### config.mk
export PLATFORM = sky130hd
export DESIGN_NAME = irs_seq
export DESIGN_NICKNAME = d
export VERILOG_FILES = /design/src/rtl/irs_pkg.sv /design/src/rtl/irs_pop_unit.sv /design/src/rtl/irs_priv_cmp.sv /design/src/rtl/irs_seg_scrub.sv /design/src/rtl/irs_seq.sv
export SDC_FILE = /design/constraint.sdc
export NUM_CORES = 1
export LEC_CHECK = 0
export BUFFER_PORTS_ARGS = -buffer_cell sky130_fd_sc_hd__buf_2
export CORE_AREA = 2 2 152 154
export DETAILED_ROUTE_END_ITERATION = 16
export DIE_AREA = 0 0 154 156
export GPL_ROUTABILITY_DRIVEN = 0
export HOLD_SLACK_MARGIN = 0.1
export PLACE_DENSITY = 0.81
export RECOVER_POWER = 100
export SETUP_SLACK_MARGIN = 0.15
export SLEW_MARGIN = 20
export SYNTH_ARGS = -nofsm -noshare
export SYNTH_HDL_FRONTEND = slang
export SYNTH_SLANG_ARGS = --single-unit
export TNS_END_PERCENT = 100
### constraint.sdc
create_clock -name clk -period 2.8 [get_ports clk]
set_input_delay 0.14 -clock clk [delete_from_list [all_inputs] [get_ports clk]]
set_output_delay 0.14 -clock clk [all_outputs]
set_load 0.1 [all_outputs]
### src/rtl/irs_pkg.sv
package irs_pkg;

  typedef enum logic [1:0] {
    ST_IDLE,
    ST_POP,
    ST_SCRUB,
    ST_DONE
  } irs_state_e;

  // Stack slot order: reverse of the order used when the handler was entered.
  localparam logic [2:0] SLOT_IP = 3'd0;
  localparam logic [2:0] SLOT_CS = 3'd1;
  localparam logic [2:0] SLOT_FL = 3'd2;
  localparam logic [2:0] SLOT_SP = 3'd3;
  localparam logic [2:0] SLOT_SS = 3'd4;

  localparam int unsigned INNER_POPS = 3;
  localparam int unsigned OUTER_POPS = 5;

endpackage

### src/rtl/irs_pop_unit.sv
module irs_pop_unit #(
  parameter int unsigned AW   = 32,
  parameter int unsigned STEP = 4
) (
  input  logic          clk,
  input  logic          rst_n,
  input  logic          load_i,
  input  logic [AW-1:0] load_addr_i,
  input  logic          want_i,
  input  logic          ack_i,
  output logic          req_o,
  output logic [AW-1:0] addr_o,
  output logic          fire_o,
  output logic [2:0]    slot_o
);

  localparam logic [AW-1:0] STEP_W = AW'(STEP);

  logic [AW-1:0] ptr_q, ptr_d;
  logic [2:0]    slot_q, slot_d;
  logic          ptr_en;

  assign req_o  = want_i;
  assign fire_o = want_i & ack_i;
  assign addr_o = ptr_q;
  assign slot_o = slot_q;
  assign ptr_en = load_i | fire_o;

  always_comb begin
    ptr_d  = ptr_q;
    slot_d = slot_q;
    if (load_i) begin
      ptr_d  = load_addr_i;
      slot_d = irs_pkg::SLOT_IP;
    end else if (fire_o) begin
      ptr_d  = ptr_q + STEP_W;
      slot_d = slot_q + 3'd1;
    end
  end

  always_ff @(posedge clk or negedge rst_n) begin
    if (!rst_n) begin
      ptr_q  <= '0;
      slot_q <= '0;
    end else if (ptr_en) begin
      ptr_q  <= ptr_d;
      slot_q <= slot_d;
    end
  end

  AST_ADDR_STEP: assert property (@(posedge clk) disable iff (!rst_n)
    fire_o |=> (addr_o == $past(addr_o) + STEP_W));

  AST_ADDR_HOLD: assert property (@(posedge clk) disable iff (!rst_n)
    (req_o && !ack_i && !load_i) |=> $stable(addr_o));

endmodule

### src/rtl/irs_priv_cmp.sv
module irs_priv_cmp #(
  parameter int unsigned PLW = 2
) (
  input  logic [PLW-1:0] handler_lvl_i,
  input  logic [PLW-1:0] sel_rpl_i,
  output logic           same_o,
  output logic [PLW-1:0] new_lvl_o
);

  assign same_o    = (handler_lvl_i == sel_rpl_i);
  assign new_lvl_o = sel_rpl_i;

endmodule

### src/rtl/irs_seg_scrub.sv
module irs_seg_scrub #(
  parameter int unsigned NSEG = 4,
  parameter int unsigned SELW = 16,
  parameter int unsigned PLW  = 2
) (
  input  logic [NSEG*SELW-1:0] seg_i,
  input  logic [NSEG*PLW-1:0]  dpl_i,
  input  logic [PLW-1:0]       lvl_i,
  output logic [NSEG*SELW-1:0] seg_o,
  output logic [NSEG-1:0]      clr_o
);

  for (genvar k = 0; k < NSEG; k++) begin : g_seg
    logic [PLW-1:0] dpl_k;
    assign dpl_k    = dpl_i[k*PLW +: PLW];
    assign clr_o[k] = (dpl_k < lvl_i);
    assign seg_o[k*SELW +: SELW] = clr_o[k] ? '0 : seg_i[k*SELW +: SELW];
  end

endmodule

### src/rtl/irs_seq.sv
module irs_seq #(
  parameter int unsigned DW   = 32,
  parameter int unsigned AW   = 32,
  parameter int unsigned SELW = 16,
  parameter int unsigned PLW  = 2,
  parameter int unsigned NSEG = 4,
  parameter int unsigned STEP = 4
) (
  input  logic                 clk,
  input  logic                 rst_n,
  input  logic                 start_i,
  input  logic [AW-1:0]        sp_i,
  input  logic [SELW-1:0]      ss_i,
  input  logic [PLW-1:0]       cpl_i,
  input  logic [NSEG*SELW-1:0] seg_i,
  input  logic [NSEG*PLW-1:0]  seg_dpl_i,
  output logic                 mem_req_o,
  output logic [AW-1:0]        mem_addr_o,
  input  logic                 mem_ack_i,
  input  logic [DW-1:0]        mem_rdata_i,
  output logic                 busy_o,
  output logic                 done_o,
  output logic [DW-1:0]        ip_o,
  output logic [SELW-1:0]      cs_o,
  output logic [DW-1:0]        flags_o,
  output logic [AW-1:0]        sp_o,
  output logic [SELW-1:0]      ss_o,
  output logic [PLW-1:0]       cpl_o,
  output logic [NSEG*SELW-1:0] seg_o
);

  import irs_pkg::*;

  localparam int unsigned SEGW = NSEG * SELW;
  localparam logic [AW-1:0] STEP_W = AW'(STEP);

  irs_state_e state_q, state_d;

  logic [DW-1:0]   ip_q, flags_q;
  logic [SELW-1:0] cs_q, ss_q, ss_d;
  logic [AW-1:0]   sp_q, sp_d;
  logic [PLW-1:0]  cpl_q, cpl_d;
  logic [SEGW-1:0] seg_q, seg_d;

  logic load, want, fire;
  logic [2:0] slot;
  logic same_lvl;
  logic [PLW-1:0] new_lvl;
  logic [SEGW-1:0] seg_clean;
  logic [NSEG-1:0] seg_clr;

  logic ip_en, cs_en, fl_en, sp_en, ss_en, cpl_en, seg_en;

  irs_pop_unit #(.AW(AW), .STEP(STEP)) u_pop (
    .clk        (clk),
    .rst_n      (rst_n),
    .load_i     (load),
    .load_addr_i(sp_i),
    .want_i     (want),
    .ack_i      (mem_ack_i),
    .req_o      (mem_req_o),
    .addr_o     (mem_addr_o),
    .fire_o     (fire),
    .slot_o     (slot)
  );

  irs_priv_cmp #(.PLW(PLW)) u_cmp (
    .handler_lvl_i(cpl_q),
    .sel_rpl_i    (cs_q[PLW-1:0]),
    .same_o       (same_lvl),
    .new_lvl_o    (new_lvl)
  );

  irs_seg_scrub #(.NSEG(NSEG), .SELW(SELW), .PLW(PLW)) u_scrub (
    .seg_i(seg_q),
    .dpl_i(seg_dpl_i),
    .lvl_i(new_lvl),
    .seg_o(seg_clean),
    .clr_o(seg_clr)
  );

  // Next-state logic
  always_comb begin
    state_d = state_q;
    load    = 1'b0;
    want    = 1'b0;
    unique case (state_q)
      ST_IDLE: begin
        if (start_i) begin
          load    = 1'b1;
          state_d = ST_POP;
        end
      end
      ST_POP: begin
        want = 1'b1;
        if (fire && slot == SLOT_FL && same_lvl) state_d = ST_DONE;
        else if (fire && slot == SLOT_SS)        state_d = ST_SCRUB;
      end
      ST_SCRUB: state_d = ST_DONE;
      ST_DONE:  state_d = ST_IDLE;
      default:  state_d = ST_IDLE;
    endcase
  end

  // Clock enables and data selection
  assign ip_en = fire && (slot == SLOT_IP);
  assign cs_en = fire && (slot == SLOT_CS);
  assign fl_en = fire && (slot == SLOT_FL);

  always_comb begin
    sp_en  = 1'b0;
    ss_en  = 1'b0;
    cpl_en = 1'b0;
    seg_en = 1'b0;
    sp_d   = sp_q;
    ss_d   = ss_q;
    cpl_d  = cpl_q;
    seg_d  = seg_q;
    if (load) begin
      sp_en  = 1'b1;
      ss_en  = 1'b1;
      cpl_en = 1'b1;
      seg_en = 1'b1;
      sp_d   = sp_i;
      ss_d   = ss_i;
      cpl_d  = cpl_i;
      seg_d  = seg_i;
    end else if (fl_en && same_lvl) begin
      sp_en  = 1'b1;
      cpl_en = 1'b1;
      sp_d   = mem_addr_o + STEP_W;
      cpl_d  = new_lvl;
    end else if (fire && slot == SLOT_SP) begin
      sp_en = 1'b1;
      sp_d  = mem_rdata_i[AW-1:0];
    end else if (fire && slot == SLOT_SS) begin
      ss_en = 1'b1;
      ss_d  = mem_rdata_i[SELW-1:0];
    end else if (state_q == ST_SCRUB) begin
      cpl_en = 1'b1;
      seg_en = 1'b1;
      cpl_d  = new_lvl;
      seg_d  = seg_clean;
    end
  end

  // Registers
  always_ff @(posedge clk or negedge rst_n) begin
    if (!rst_n) state_q <= ST_IDLE;
    else        state_q <= state_d;
  end

  always_ff @(posedge clk or negedge rst_n) begin
    if (!rst_n) begin
      ip_q    <= '0;
      cs_q    <= '0;
      flags_q <= '0;
    end else begin
      if (ip_en) ip_q    <= mem_rdata_i;
      if (cs_en) cs_q    <= mem_rdata_i[SELW-1:0];
      if (fl_en) flags_q <= mem_rdata_i;
    end
  end

  always_ff @(posedge clk or negedge rst_n) begin
    if (!rst_n) begin
      sp_q  <= '0;
      ss_q  <= '0;
      cpl_q <= '0;
      seg_q <= '0;
    end else begin
      if (sp_en)  sp_q  <= sp_d;
      if (ss_en)  ss_q  <= ss_d;
      if (cpl_en) cpl_q <= cpl_d;
      if (seg_en) seg_q <= seg_d;
    end
  end

  assign busy_o  = (state_q != ST_IDLE);
  assign done_o  = (state_q == ST_DONE);
  assign ip_o    = ip_q;
  assign cs_o    = cs_q;
  assign flags_o = flags_q;
  assign sp_o    = sp_q;
  assign ss_o    = ss_q;
  assign cpl_o   = cpl_q;
  assign seg_o   = seg_q;

  // Checker tally of accepted reads since the last start
  logic [2:0] chk_pops_q;
  always_ff @(posedge clk or negedge rst_n) begin
    if (!rst_n)    chk_pops_q <= '0;
    else if (load) chk_pops_q <= '0;
    else if (fire) chk_pops_q <= chk_pops_q + 3'd1;
  end

  AST_IDLE_NO_REQ: assert property (@(posedge clk) disable iff (!rst_n)
    !busy_o |-> !mem_req_o);

  AST_DONE_PULSE: assert property (@(posedge clk) disable iff (!rst_n)
    done_o |=> (!done_o && !busy_o));

  AST_LVL_FROM_SEL: assert property (@(posedge clk) disable iff (!rst_n)
    done_o |-> (cpl_o == cs_o[PLW-1:0]));

  AST_POP_TALLY: assert property (@(posedge clk) disable iff (!rst_n)
    done_o |-> (chk_pops_q == 3'(INNER_POPS) || chk_pops_q == 3'(OUTER_POPS)));

  AST_BUSY_NO_RELOAD: assert property (@(posedge clk) disable iff (!rst_n)
    (busy_o && !done_o && start_i) |=> busy_o);

endmodule

After elaboration in Yosys (flattened, before gate mapping). Index checks and enable logic that the tools add are counted.

Register bits after elaboration: 231. Input port bits: 158.

Muxes and demuxes: 46. $add $sub $neg: 2. Equal/unequal tests: 15. Reductions and logical operators: 27. Bitwise operators: 2. Order comparisons: 4.

Operators by type and width (count): $mux 64 (5); $mux 32 (5); $mux 16 (8); $add 32x3->32 const B (1); $reduce_and 6->1 (4); $mux 1 (17); $mux 2 (8); $reduce_bool 2->1 (8); $lt 2x2->1 (4); $pmux 2 s4 (1); $reduce_and 4->1 (2); $eq 3x2->1 const B (2); $logic_and 1x1->1 (6); $mux 3 (2); $ne 2x1->1 const B (3); $ne 3x2->1 const B (2); $reduce_and 2->1 (3); $reduce_bool 3->1 (2); $eq 2x2->1 const B (2); $add 3x1->3 const B (1); $eq 3x1->1 const B (1); $eq 3x3->1 const B (1); $logic_not 3->1 (1); $ne 3x3->1 const B (1); 6 further kinds (6).

Logic depth before layout (Yosys ltp). Gate-level depths: netlist (run 1).

Depth after elaboration: 9. Mapped depth: 9. Depth with buffers taken out: 7.

Hierarchy. From an unflattened synthesis (run 1), not the netlist that was laid out.

Cells, all modules: 1227. Area total of the unflattened synthesis: 12071.6 um^2.

Modules (own cells, without submodules): irs_seq (instances 1, cells each 902, area an instance 9345.2 um^2); irs_pop_unit (instances 1, cells each 227, area an instance 2030.7 um^2); irs_seg_scrub (instances 1, cells each 93, area an instance 659.4 um^2); irs_priv_cmp (instances 1, cells each 5, area an instance 36.3 um^2).

Least setup slack after synthesis (run 1). No wires, ideal clock.

Path kind: register -> register. Start point: register state_q[1]. End point: register sp_q[4] (netlist: sp_o[4]). Setup slack: -0.185 ns. Buffers on the path: 2. Arrival: 2.863 ns. Data required time: 2.678 ns. Cell stages (with the launch flop): 10. Period minus slack after synthesis: 2.985 ns. Cell sequence: dfrtp_1 -> inv_1 -> ha_1 -> nand4b_1 -> and3b_1 -> clkbuf_1 -> buf_2 -> mux2_2 -> o22ai_1 -> nor2_1.

Word-level cells in the longest chain between the ends: 8. Elaborated cells on any way between the ends: 15. Classes of those cells: eq/ne (1); mux (7); bitwise (1); reduce/logical (6).

Ends and longest elaborated chain: from (decl) (line irs_seq.sv:37) `irs_state_e state_q, state_d;`; from (signal assigned) (line irs_seq.sv:150) `else state_q <= state_d;`; $eq 2x1->1 (*) (line irs_seq.sv:87) `unique case (state_q)`; $mux 1 (*) (line irs_seq.sv:87); named net mem_req_o (line irs_seq.sv:17) `output logic mem_req_o,`; $and 1x1->1 (*) (line irs_pop_unit.sv:24) `assign fire_o = want_i & ack_i;`; $logic_and 1x1->1 (on tied branches) (line irs_seq.sv:133, irs_seq.sv:108); $mux 1 or $logic_and 1x1->1 (tied branches) (line irs_seq.sv:133, irs_seq.sv:128); $mux 1 (line irs_seq.sv:128) `end else if (fl_en && same_lvl) begin`; $mux 1 (line irs_seq.sv:119) `if (load) begin`; $reduce_and 2->1 (no line); to (signal assigned) (line irs_seq.sv:172) `if (sp_en) sp_q <= sp_d;`; to (decl) (line irs_seq.sv:41) `logic [AW-1:0] sp_q, sp_d;`.

Mark *: on every way through the listed nets, which the timed path passes. The rest lies on a longest branch. A chain may end at the register's enable or synchronous reset.

Worst setup path in the final report (run 1).
Start point: register state_q[1]. End point: register seg_q[30] (netlist: seg_o[30]).

Word-level cells in the longest chain between the ends: 9. Elaborated cells on any way between the ends: 22. Classes of those cells: eq/ne (5); mux (8); bitwise (1); reduce/logical (8).

Ends and longest elaborated chain: $eq 2x1->1 (line irs_seq.sv:87); $mux 1 (line irs_seq.sv:87); $and 1x1->1 (line irs_pop_unit.sv:24); $logic_and 1x1->1 (line irs_seq.sv:136) `end else if (fire && slot == SLOT_SS) begin`; $mux 1 (line irs_seq.sv:136); $mux 1 (line irs_seq.sv:133) `end else if (fire && slot == SLOT_SP) begin`; $mux 1 (line irs_seq.sv:128); $mux 1 (line irs_seq.sv:119); $reduce_and 6->1 (no line); to (signal assigned) (line irs_seq.sv:175) `if (seg_en) seg_q <= seg_d;`; to (decl) (line irs_seq.sv:43) `logic [SEGW-1:0] seg_q, seg_d;`.

Several ways; a longest one is shown, not always the timed one.

==> impl_metrics.toml, run 1 <==
[worst_setup_path]
setup.worst_path.start = "state_q[1]"
timing.critical_path.slowest_stage_cell = "sky130_fd_sc_hd__dfrtp_1"
regToRegStartpoint = "state_q[1]"
critPathBufInv = 3
critPathMaxFanout = 19
worst_reg2reg_path_depth = 9
critPathArrivalTime_ps = 2940
endpoint = "seg_o[30]"
path_delay_family = "simple AND/OR/NAND/NOR gates"
worstSetupPathDepth = 9
cp.required_ps = 3200
cp-start-kind = "flip-flop"
worst_path_largest_cell_delay_ps = 430
worstSetupEndpointType = "flip-flop"
setup.worst_path.class = "reg -> reg"
regToRegSetupSlack_ps = 260
worstPathCellList = "inv_1 > ha_1 > nand4b_1 > and3b_1 > buf_4 > nor2_1 > a21oi_2 > clkbuf_2 > a22o_1"
r2r_end = "seg_o[30]"

[clock_network]
worst_skew_pair.late_latency_ps = 520
ctsRootBufferMaster = "sky130_fd_sc_hd__clkbuf_16"
clk_pin_slew_ps = 60
ctsResizeCount = 0
cts_max_level = 1
clk_path_buf_depth = 3
tritoncts.num_buffers = 25
cts_tree = "done"
clock-sinks = 231

[global_routing]
first_pass_grt_wire_length_microns = 57400
grtUsageMet1_pct = 38.1
antenna_found_initial = 3
grt_start_max_net_pins = 93
global_route.usage.total_pct = 30.5
grt_pass1_vias = 10200
gr-max-usage-layer = "met2"
fraction_of_met2_tracks_used_by_global_routing_pct = 52.2
gr-total-overflow = 0
met3_track_utilization_from_global_routing_pct = 6.83

[timing]
worst_slack_ps = 255
finalSetupViolCount = 0
rsz0062_at_grt = "no"
fin_setup_tns_ps = 0
achievable-frequency_mhz = 393
max_slew.worst_pin.slew_ps = 2150
hold_viol = 0
fin_worst_skew_ps = 13.5
timing_max_transition_violations_final = 92
min_period_over_period_pct = 90.9
finalWorstPathRequiredPeriod_ps = 2540
max-slew-margin-rel_pct = -43.2

[synthesis]
seq_area_frac_synth_pct = 55.6
synth_area_sq_um = 10400
netlist.top_cell.by_area = "sky130_fd_sc_hd__dfrtp_1"
synth-simple-area-share_pct = 11.7
postSynthCellCount = 918
synth_net_count = 1092
muxShareOfSynthArea_pct = 9.97
synth_seq_cells = 231
synth_xor_area_share_pct = 4.38
synth-main-ff-cell = "sky130_fd_sc_hd__dfrtp_1"
ys_top_cells_by_area = "sky130_fd_sc_hd__dfrtp_1 56%, sky130_fd_sc_hd__mux2_2 9.1%, sky130_fd_sc_hd__a22o_1 5.4%, sky130_fd_sc_hd__nand2_1 2.9%, sky130_fd_sc_hd__nor2_1 2.5%"
synth_warnings = 0
dominant_combinational_cell_family_by_area_after_synthesis = "compound AO/OA/AOI/OAI gates"
async_flop_share_pct = 100
synth_cell_type_count = 53
yosys.area_share.adder_pct = 1.93
compound_gate_fraction_of_synth_area_pct = 13.7
synth-edff-count = 0
synth_top_area_share_pct = 55.6
average_instance_area_after_synthesis_sq_um = 11.3

[run_status]
run_status = "finished with violations"
failing_checks = "capacitance limit, slew limit"

[floorplanning]
rows = 55
core_region_sq_um = 22400
initial_core_utilization_pct = 46.5
dieWidth_microns = 154
ioPinCount = 387
die-area_sq_um = 24000
die_y_microns = 156

[min_path]
min_path_type = "in -> reg"

[route]
drt.antenna.violating_nets = 0
avgViaCountPerCell = 5.65
routed_wire_length_per_instance_microns = 21.4
firstDrtPassIters = 5
drtIter0Drc = 702
drt-total-wl_microns = 37800
detailroute.via_count = 9957
route.detailed.drc = 0

[cells_and_area]
layout.nets = 1628
stdcell_count = 1761
area.growth.synth_to_final_pct = 41.8
post_route_cells_drive_above_1_share_pct = 22.6

[placement]
portBuffers = 386
placed_cells_incl_taps = 1562
place.detailed.hpwl_microns = 25400
dpl_worst_slack_ps = 453

[flow_run]
drv_cap = 1
registers in the layout, indices dropped and copies added (netlist names):
| signal | flops |
|---|---|
| seg_o | 64 |
| flags_o | 32 |
| ip_o | 32 |
| sp_o | 32 |
| u_pop.addr_o | 32 |
| cs_o | 16 |
| ss_o | 16 |
| u_pop.slot_o | 3 |
| cpl_o | 2 |
| state_q | 2 |
Yosys cell counts, types with 4 or more instances:
master / instances
sky130_fd_sc_hd__mux2i_1: 9
sky130_fd_sc_hd__ha_1: 16
sky130_fd_sc_hd__o21ai_0: 37
sky130_fd_sc_hd__o22ai_1: 11
sky130_fd_sc_hd__nor3_1: 23
sky130_fd_sc_hd__clkbuf_1: 37
sky130_fd_sc_hd__a21oi_2: 4
sky130_fd_sc_hd__inv_1: 12
sky130_fd_sc_hd__dfrtp_1: 231
sky130_fd_sc_hd__nor4_1: 4
sky130_fd_sc_hd__and2_1: 4
sky130_fd_sc_hd__nand2_1: 81
sky130_fd_sc_hd__nand4_1: 18
sky130_fd_sc_hd__and3_1: 6
sky130_fd_sc_hd__xnor2_1: 27
sky130_fd_sc_hd__buf_2: 12
sky130_fd_sc_hd__nand2b_1: 5
sky130_fd_sc_hd__a21oi_1: 30
sky130_fd_sc_hd__a31oi_1: 16
sky130_fd_sc_hd__xor2_1: 25
sky130_fd_sc_hd__mux2_2: 84
sky130_fd_sc_hd__o211ai_1: 7
sky130_fd_sc_hd__nor2_1: 69
sky130_fd_sc_hd__a211oi_1: 10
sky130_fd_sc_hd__and4_1: 4
sky130_fd_sc_hd__buf_1: 7
sky130_fd_sc_hd__nand3_1: 23
sky130_fd_sc_hd__a22o_1: 64
sky130_fd_sc_hd__o31ai_1: 10
stage by stage:
step	utilization [%]	area (sq um)	hold slack (ps)
2_1_floorplan	-	10400	-156
3_3_place_gp	57.1	12800	203
3_5_place_dp	57.1	12800	210
4_1_cts	67.4	15100	101
5_1_grt	65.9	14700	141
6_report	65.9	14700	130
cells by family after synthesis:
logic type                 after synthesis
and+or+nand+nor                        254
AOI/OAI and AO/OA                      203
DFF                                    231
xor gates and xnor gates                52
buffers and inverters                   69
adders and majority gates               16
muxes                                   93
cell usage in the layout, fill, tap and decap left out, drive strengths merged, types with 2 or more instances in the layout:
cell / netlist / final
and2: 4 / 4
a21boi: 2 / 2
xor2: 25 / 25
nand2b: 5 / 5
dlygate4sd3: 0 / 150
a31oi: 16 / 16
clkbuf: 37 / 271
and3b: 2 / 2
bufinv: 0 / 2
clkinvlp: 0 / 3
ha: 16 / 16
o21ai: 38 / 38
nor4: 7 / 7
o22ai: 11 / 11
dfrtp: 231 / 231
nand3: 25 / 25
buf: 20 / 177
inv: 12 / 12
xnor2: 27 / 27
a21oi: 34 / 34
and4: 4 / 4
o31ai: 10 / 10
or4: 2 / 2
nand4: 18 / 18
nand2: 81 / 81
nor2: 69 / 69
o22a: 2 / 2
mux2: 84 / 84
diode: 0 / 4
nor3b: 2 / 2
o311ai: 3 / 3
a211oi: 11 / 11
o211ai: 7 / 7
a22o: 64 / 64
nor3: 24 / 24
clkinv: 0 / 8
and3: 6 / 6
mux2i: 9 / 9
per-layer routing:
| layer | part of all wire, % | up-vias |
|---|---|---|
| met2 | 50 | 520 |
| met3 | 8.2 | 105 |
| met5 | 0.032 | - |
| met1 | 38 | 4924 |
| li1 | - | 4406 |
| met4 | 3.5 | 2 |
worst min-delay path: cells and delay by family:
family | cells | cell delay [ps]
multiplexers | 1 | 250
AO/OA/AOI/OAI | 1 | 120
buffers and inverters | 1 | 100
worst min-delay path by stage:
stage | from | to | slack [ps] | depth (start not counted)
global route | start_i | state_q[1] | 140 | 3
finish | start_i | state_q[1] | 130 | 3
detailed placement | rst_n | seg_o[28] | 210 | 1
floorplan | rst_n | cpl_o[0] | -160 | 0
global placement | rst_n | seg_o[28] | 200 | 1
CTS | start_i | state_q[1] | 100 | 3
what timing repair did:
action,in CTS,in global routing
endpoints found under the setup margin,0,0
hold buffers,150,0
buffers inserted,0,0
hold endpoints to repair,314,0
cell type report:
cell class | count | area, sq um
Clock inverter | 13 | 123
Inverter | 12 | 45.0
Clock buffer | 32 | 682
Multi-Input combinational cell | 618 | 4320
Fill cell | 1813 | 7630
Tap cell | 285 | 357
Timing Repair Buffer | 566 | 3400
Sequential cell | 231 | 5800
Antenna cell | 4 | 10.0
Power of run 1 is left out: the tool's default activity adds up to more than one toggle a clock period on the data nets, which glitch-free logic cannot reach.
==> run 2, diff against run 1 <==
--- a/config.mk
+++ b/config.mk
@@ -10,6 +10,7 @@
 export DETAILED_ROUTE_END_ITERATION = 16
 export DIE_AREA = 0 0 154 156
 export GPL_ROUTABILITY_DRIVEN = 0
+export GPL_TIMING_DRIVEN = 0
 export HOLD_SLACK_MARGIN = 0.1
 export PLACE_DENSITY = 0.81
 export RECOVER_POWER = 100
==> run 2 against run 1 <==
Effect of this change:
- the run still ends with capacitance limit, slew limit left
- wire length is 7.0% higher
- utilization increased by 0.73 points
- count of clock-buffer cells in the layout is 6 higher
- die area unchanged
- maximum frequency down 4.4%
- worst setup slack worse by 120 ps
- cell area is 1.1% higher
- non-clock buffer count is 35 higher
- sequential share of layout area is 0.42 points lower
- largest cell class unchanged
- first-iteration DRC count up 32%
- critical path type unchanged
- via count is 4.0% higher
==> impl_metrics.toml, run 2 (synthesis results as in run 1) <==
[global_routing]
grt_pass1_vias = 10500
grt_start_max_net_pins = 92
global_route.usage.total_pct = 32.7
antenna_found_initial = 3
gr-total-overflow = 0
first_pass_grt_wire_length_microns = 60300

[clock_network]
worst_skew_pair.late_latency_ps = 530
ctsRootBufferMaster = "sky130_fd_sc_hd__clkbuf_16"
clk_pin_slew_ps = 60
clock-sinks = 231
cts_max_level = 1
tritoncts.num_buffers = 26
clk_path_buf_depth = 3
cts_tree = "done"

[timing]
max-slew-margin-rel_pct = -12.2
achievable-frequency_mhz = 376
max_slew.worst_pin.slew_ps = 1680
hold_viol = 0
min_period_over_period_pct = 95.1
rsz0062_at_grt = "yes"
finalWorstPathRequiredPeriod_ps = 2660
fin_worst_skew_ps = 17.7
finalSetupViolCount = 0
timing_max_transition_violations_final = 66

[floorplanning]
die_y_microns = 156
die-area_sq_um = 24000
ioPinCount = 387
initial_core_utilization_pct = 46.5
rows = 55
core_region_sq_um = 22400
dieWidth_microns = 154

[cells_and_area]
area.growth.synth_to_final_pct = 43.4
post_route_cells_drive_above_1_share_pct = 23.0
largest_reg_flops = 64
final_common_cell = "sky130_fd_sc_hd__clkbuf_1"
layout.nets = 1664
mostFrequentLayoutCells = "267 x sky130_fd_sc_hd__clkbuf_1, 216 x sky130_fd_sc_hd__dfrtp_1, 163 x sky130_fd_sc_hd__buf_2, 148 x sky130_fd_sc_hd__dlygate4sd3_1, 84 x sky130_fd_sc_hd__mux2_2"
stdcell_count = 1797
final_util_pct = 66.6
fin_area_sq_um = 14900

[placement]
placed_cells_incl_taps = 1591
place.detailed.hpwl_microns = 27400
portBuffers = 386
placed_area_sq_um = 12800

[worst_setup_path]
worstSetupEndpointType = "flip-flop"
critPathMaxFanout = 10
critPathArrivalTime_ps = 3090
setup.worst_path.class = "reg -> reg"
cp-start-kind = "flip-flop"
cp.required_ps = 3230

[route]
route.detailed.drc = 0
drtIter0Drc = 930
drt-total-wl_microns = 40400
routed_wire_length_per_instance_microns = 22.5
firstDrtPassIters = 5
avgViaCountPerCell = 5.76
detailroute.via_count = 10400
drt.antenna.violating_nets = 0

[min_path]
min_path_type = "in -> reg"

[run_status]
run_status = "finished with violations"
failing_checks = "capacitance limit, slew limit"

[flow_run]
drv_cap = 1
-- run 2: cell types whose count changed in the layout (fill, tap and decap cells not counted), sizes merged --
cell         delta
clkinv          -2
clkinvlp        -1
diode           -2
clkbuf         +47
buf             -4
dlygate4sd3     -2
inv             +1
bufinv          -1
-- run 2: area by class of cell --
| type | count | area (sq um) |
|---|---|---|
| fillers | 1778 | 7460 |
| repair buffers | 545 | 3230 |
| flip-flops and latches | 231 | 5800 |
| well taps | 285 | 357 |
| clock inverters | 10 | 83.8 |
| inverters | 12 | 45.0 |
| clock buffers | 38 | 777 |
| plain buffers | 56 | 249 |
| multi-input cells | 618 | 4350 |
| diodes | 2 | 5.00 |
-- run 2: timing repair --
item,4_1_cts,5_1_grt
setup endpoints to repair,131,97
hold endpoints to repair,368,0
gates resized for setup,10,17
hold buffers,148,0
buffers inserted,7,2
pin swaps,1,2
-- run 2: per-layer routing --
| layer | share of wire, % | vias up | GRT usage (%) |
|---|---|---|---|
| li1 | - | 4489 | - |
| met1 | 39 | 5065 | 41.6 |
| met2 | 47 | 637 | 53.1 |
| met3 | 8.8 | 158 | 7.72 |
| met4 | 5.0 | 2 | 15.5 |
| met5 | 0.032 | - | 0 |
-- run 2: through the flow --
stage	worst slack (ps)	TNS (ps)	hold WS (ps)
after floorplan	155	0	-156
after global placement	-2870	-585900	342
after detailed placement	-644	-29740	118
after CTS	129	0	158
after global routing	59.0	0	313
final	137	0	253
-- run 2: worst max-delay path, stage by stage, from the launching register on --
cell and delay [ps]:
sky130_fd_sc_hd__dfrtp_1 420, sky130_fd_sc_hd__inv_1 110, sky130_fd_sc_hd__ha_2 230, sky130_fd_sc_hd__nand4b_1 230, sky130_fd_sc_hd__nand3b_1 140, sky130_fd_sc_hd__clkbuf_1 320
sky130_fd_sc_hd__clkbuf_2 260, sky130_fd_sc_hd__clkbuf_1 380, sky130_fd_sc_hd__o211ai_1 240, sky130_fd_sc_hd__a31oi_1 220
-- run 2: final timing paths --
| path | to | slack [ps] | startpoint | cells after the start |
|---|---|---|---|---|
| worst max-delay path | sp_o[25] | 140 | state_q[1] | 9 |
| worst min-delay path | state_q[1] | 250 | mem_ack_i | 5 |
| worst max register to register | sp_o[25] | 140 | state_q[1] | 9 |
| worst min register to register | seg_o[48] | 500 | seg_o[48] | 1 |
| max in group asynchronous | u_pop.addr_o[20] | 500 | rst_n | 4 |
| min in group asynchronous | seg_o[27] | 610 | rst_n | 2 |
Power of run 2 is left out for the same reason.
==> run 3, diff against run 2 <==
--- a/config.mk
+++ b/config.mk
@@ -6,13 +6,16 @@
 export NUM_CORES = 1
 export LEC_CHECK = 0
 export BUFFER_PORTS_ARGS = -buffer_cell sky130_fd_sc_hd__buf_2
-export CORE_AREA = 2 2 152 154
+export CELL_PAD_IN_SITES_DETAIL_PLACEMENT = 0
+export CELL_PAD_IN_SITES_GLOBAL_PLACEMENT = 1
+export CORE_ASPECT_RATIO = 2
+export CORE_MARGIN = 2
+export CORE_UTILIZATION = 38
 export DETAILED_ROUTE_END_ITERATION = 16
-export DIE_AREA = 0 0 154 156
 export GPL_ROUTABILITY_DRIVEN = 0
 export GPL_TIMING_DRIVEN = 0
 export HOLD_SLACK_MARGIN = 0.1
-export PLACE_DENSITY = 0.81
+export PLACE_DENSITY = 0.86
 export RECOVER_POWER = 100
 export SETUP_SLACK_MARGIN = 0.15
 export SLEW_MARGIN = 20
==> run 3 against run 2 <==
Effect of this change:
- largest cell class unchanged
- non-clock buffer count up 1
- cell count increased by 3.1%
- register-to-register slack improved by 100 ps
- flip-flop and latch count stayed put
- the flow still finishes with violations (capacitance limit, slew limit)
- wire length grew 2.6%
- highest routed layer is now met4
- critical path type unchanged
==> impl_metrics.toml, run 3 (synthesis results as in run 1) <==
[route]
routed_wire_length_per_instance_microns = 22.4
route.detailed.drc = 0
drt.antenna.violating_nets = 0
avgViaCountPerCell = 5.39
drt-total-wl_microns = 41400
detailroute.via_count = 9984
firstDrtPassIters = 6
drtIter0Drc = 704

[worst_setup_path]
cp-start-kind = "flip-flop"
endpoint = "u_pop.addr_o[31]"
critPathMaxFanout = 8
critPathArrivalTime_ps = 2960
r2r_end = "u_pop.addr_o[31]"
worstSetupEndpointType = "flip-flop"
worst_reg2reg_path_depth = 8
regToRegStartpoint = "state_q[1]"
regToRegSetupSlack_ps = 240
setup.worst_path.class = "reg -> reg"
setup.worst_path.start = "state_q[1]"
cp.required_ps = 3200

[timing]
finalSetupViolCount = 0
max-slew-margin-rel_pct = -15.3
hold_viol = 0
finalHoldWorstSlack_ps = 252
rsz0062_at_grt = "no"
fin_worst_skew_ps = 28.4
finalWorstPathRequiredPeriod_ps = 2560
achievable-frequency_mhz = 391
max_slew.worst_pin.slew_ps = 1730
fin_setup_tns_ps = 0
min_period_over_period_pct = 91.4
timing_max_transition_violations_final = 64

[clock_network]
cts_tree = "done"
cts_max_level = 1
tritoncts.num_buffers = 22
clk_pin_slew_ps = 70
worst_skew_pair.late_latency_ps = 540
ctsRootBufferMaster = "sky130_fd_sc_hd__clkbuf_16"
clock-sinks = 231
clk_path_buf_depth = 3

[cells_and_area]
largest_reg_flops = 64
layout.nets = 1661
mostFrequentLayoutCells = "257 x sky130_fd_sc_hd__clkbuf_1, 215 x sky130_fd_sc_hd__dfrtp_1, 161 x sky130_fd_sc_hd__buf_2, 148 x sky130_fd_sc_hd__dlygate4sd3_1, 84 x sky130_fd_sc_hd__mux2_2"
area.growth.synth_to_final_pct = 43.7
post_route_cells_drive_above_1_share_pct = 23.3
final_util_pct = 55.5
final_common_cell = "sky130_fd_sc_hd__clkbuf_1"

[floorplanning]
core_region_sq_um = 26900
initial_core_utilization_pct = 38.6
die_y_microns = 238
die-area_sq_um = 28800
rows = 85
ioPinCount = 387
dieWidth_microns = 121

[global_routing]
gr-total-overflow = 0
grt_start_max_net_pins = 90
global_route.usage.total_pct = 28.4
first_pass_grt_wire_length_microns = 61800
grt_pass1_vias = 10700
antenna_found_initial = 1

[placement]
portBuffers = 386
place.detailed.hpwl_microns = 29700

[run_status]
run_status = "finished with violations"
failing_checks = "capacitance limit, slew limit"

[min_path]
min_path_type = "in -> reg"
whs_path_depth = 5

[flow_run]
drv_cap = 1
[run 3: cell types whose count changed in the layout (fill, tap and decap cells not counted), moves of 2 or more]
cell	change
sky130_fd_sc_hd__bufinv_16	+4
sky130_fd_sc_hd__clkbuf_1	-10
sky130_fd_sc_hd__clkbuf_16	-5
sky130_fd_sc_hd__o21ai_1	+2
sky130_fd_sc_hd__clkinvlp_4	-2
sky130_fd_sc_hd__clkbuf_8	-3
sky130_fd_sc_hd__o21ai_0	-2
sky130_fd_sc_hd__buf_2	-2
sky130_fd_sc_hd__clkbuf_2	+8
[run 3: worst min path at each step]
stage               startpoint         end  slack [ps]
detailed placement       rst_n    seg_o[7]         120
finish               mem_ack_i  state_q[0]         250
global placement      ss_i[12]    ss_o[12]         340
global route         mem_ack_i  state_q[1]         270
CTS                      rst_n    seg_o[6]         140
floorplan                rst_n    cpl_o[0]        -160
[run 3: worst max-delay path: stages (launching register included)]
cell	delay [ps]
sky130_fd_sc_hd__dfrtp_1	430
sky130_fd_sc_hd__inv_1	120
sky130_fd_sc_hd__ha_1	280
sky130_fd_sc_hd__and2_1	160
sky130_fd_sc_hd__clkbuf_2	300
sky130_fd_sc_hd__nand3_1	300
sky130_fd_sc_hd__nor4_1	560
sky130_fd_sc_hd__xnor2_1	180
sky130_fd_sc_hd__o21ai_1	70
[run 3: timing repair]
item / 4_1_cts / 5_1_grt
resized for setup: 15 / 23
pin swaps: 1 / 1
endpoints found under the setup margin: 139 / 108
hold endpoints to repair: 437 / 0
cloned: 0 / 0
hold buffers: 148 / 0
setup buffers: 4 / 6
[run 3: cell type report]
type | instances | area, sq um
Fill cell | 2395 | 12000
Sequential cell | 231 | 5800
Multi-Input combinational cell | 618 | 4360
Timing Repair Buffer | 546 | 3230
Clock buffer | 26 | 596
Tap cell | 348 | 435
Buffer | 56 | 258
Clock inverter | 14 | 210
Inverter | 12 | 45.0
Antenna cell | 1 | 2.50
[run 3: layer usage]
layer  wire [microns]  GRT usage (%)  vias to the layer above
met5                0              0                        -
met4             2490           15.7                        0
met3             2270           4.25                      140
met2            22000           52.4                      463
met1            14700           30.3                     4922
li1                 -              -                     4459
[run 3: stage by stage]
step | instances | area (sq um) | setup WS, ps
after floorplan | 918 | 10400 | 155
after global placement | 1652 | 12800 | -2860
after CTS | 1846 | 15200 | 84.6
final | 1852 | 14900 | 240
after detailed placement | 1654 | 12800 | -538
after global routing | 1852 | 14900 | 90.1
Power of run 3 is left out for the same reason.
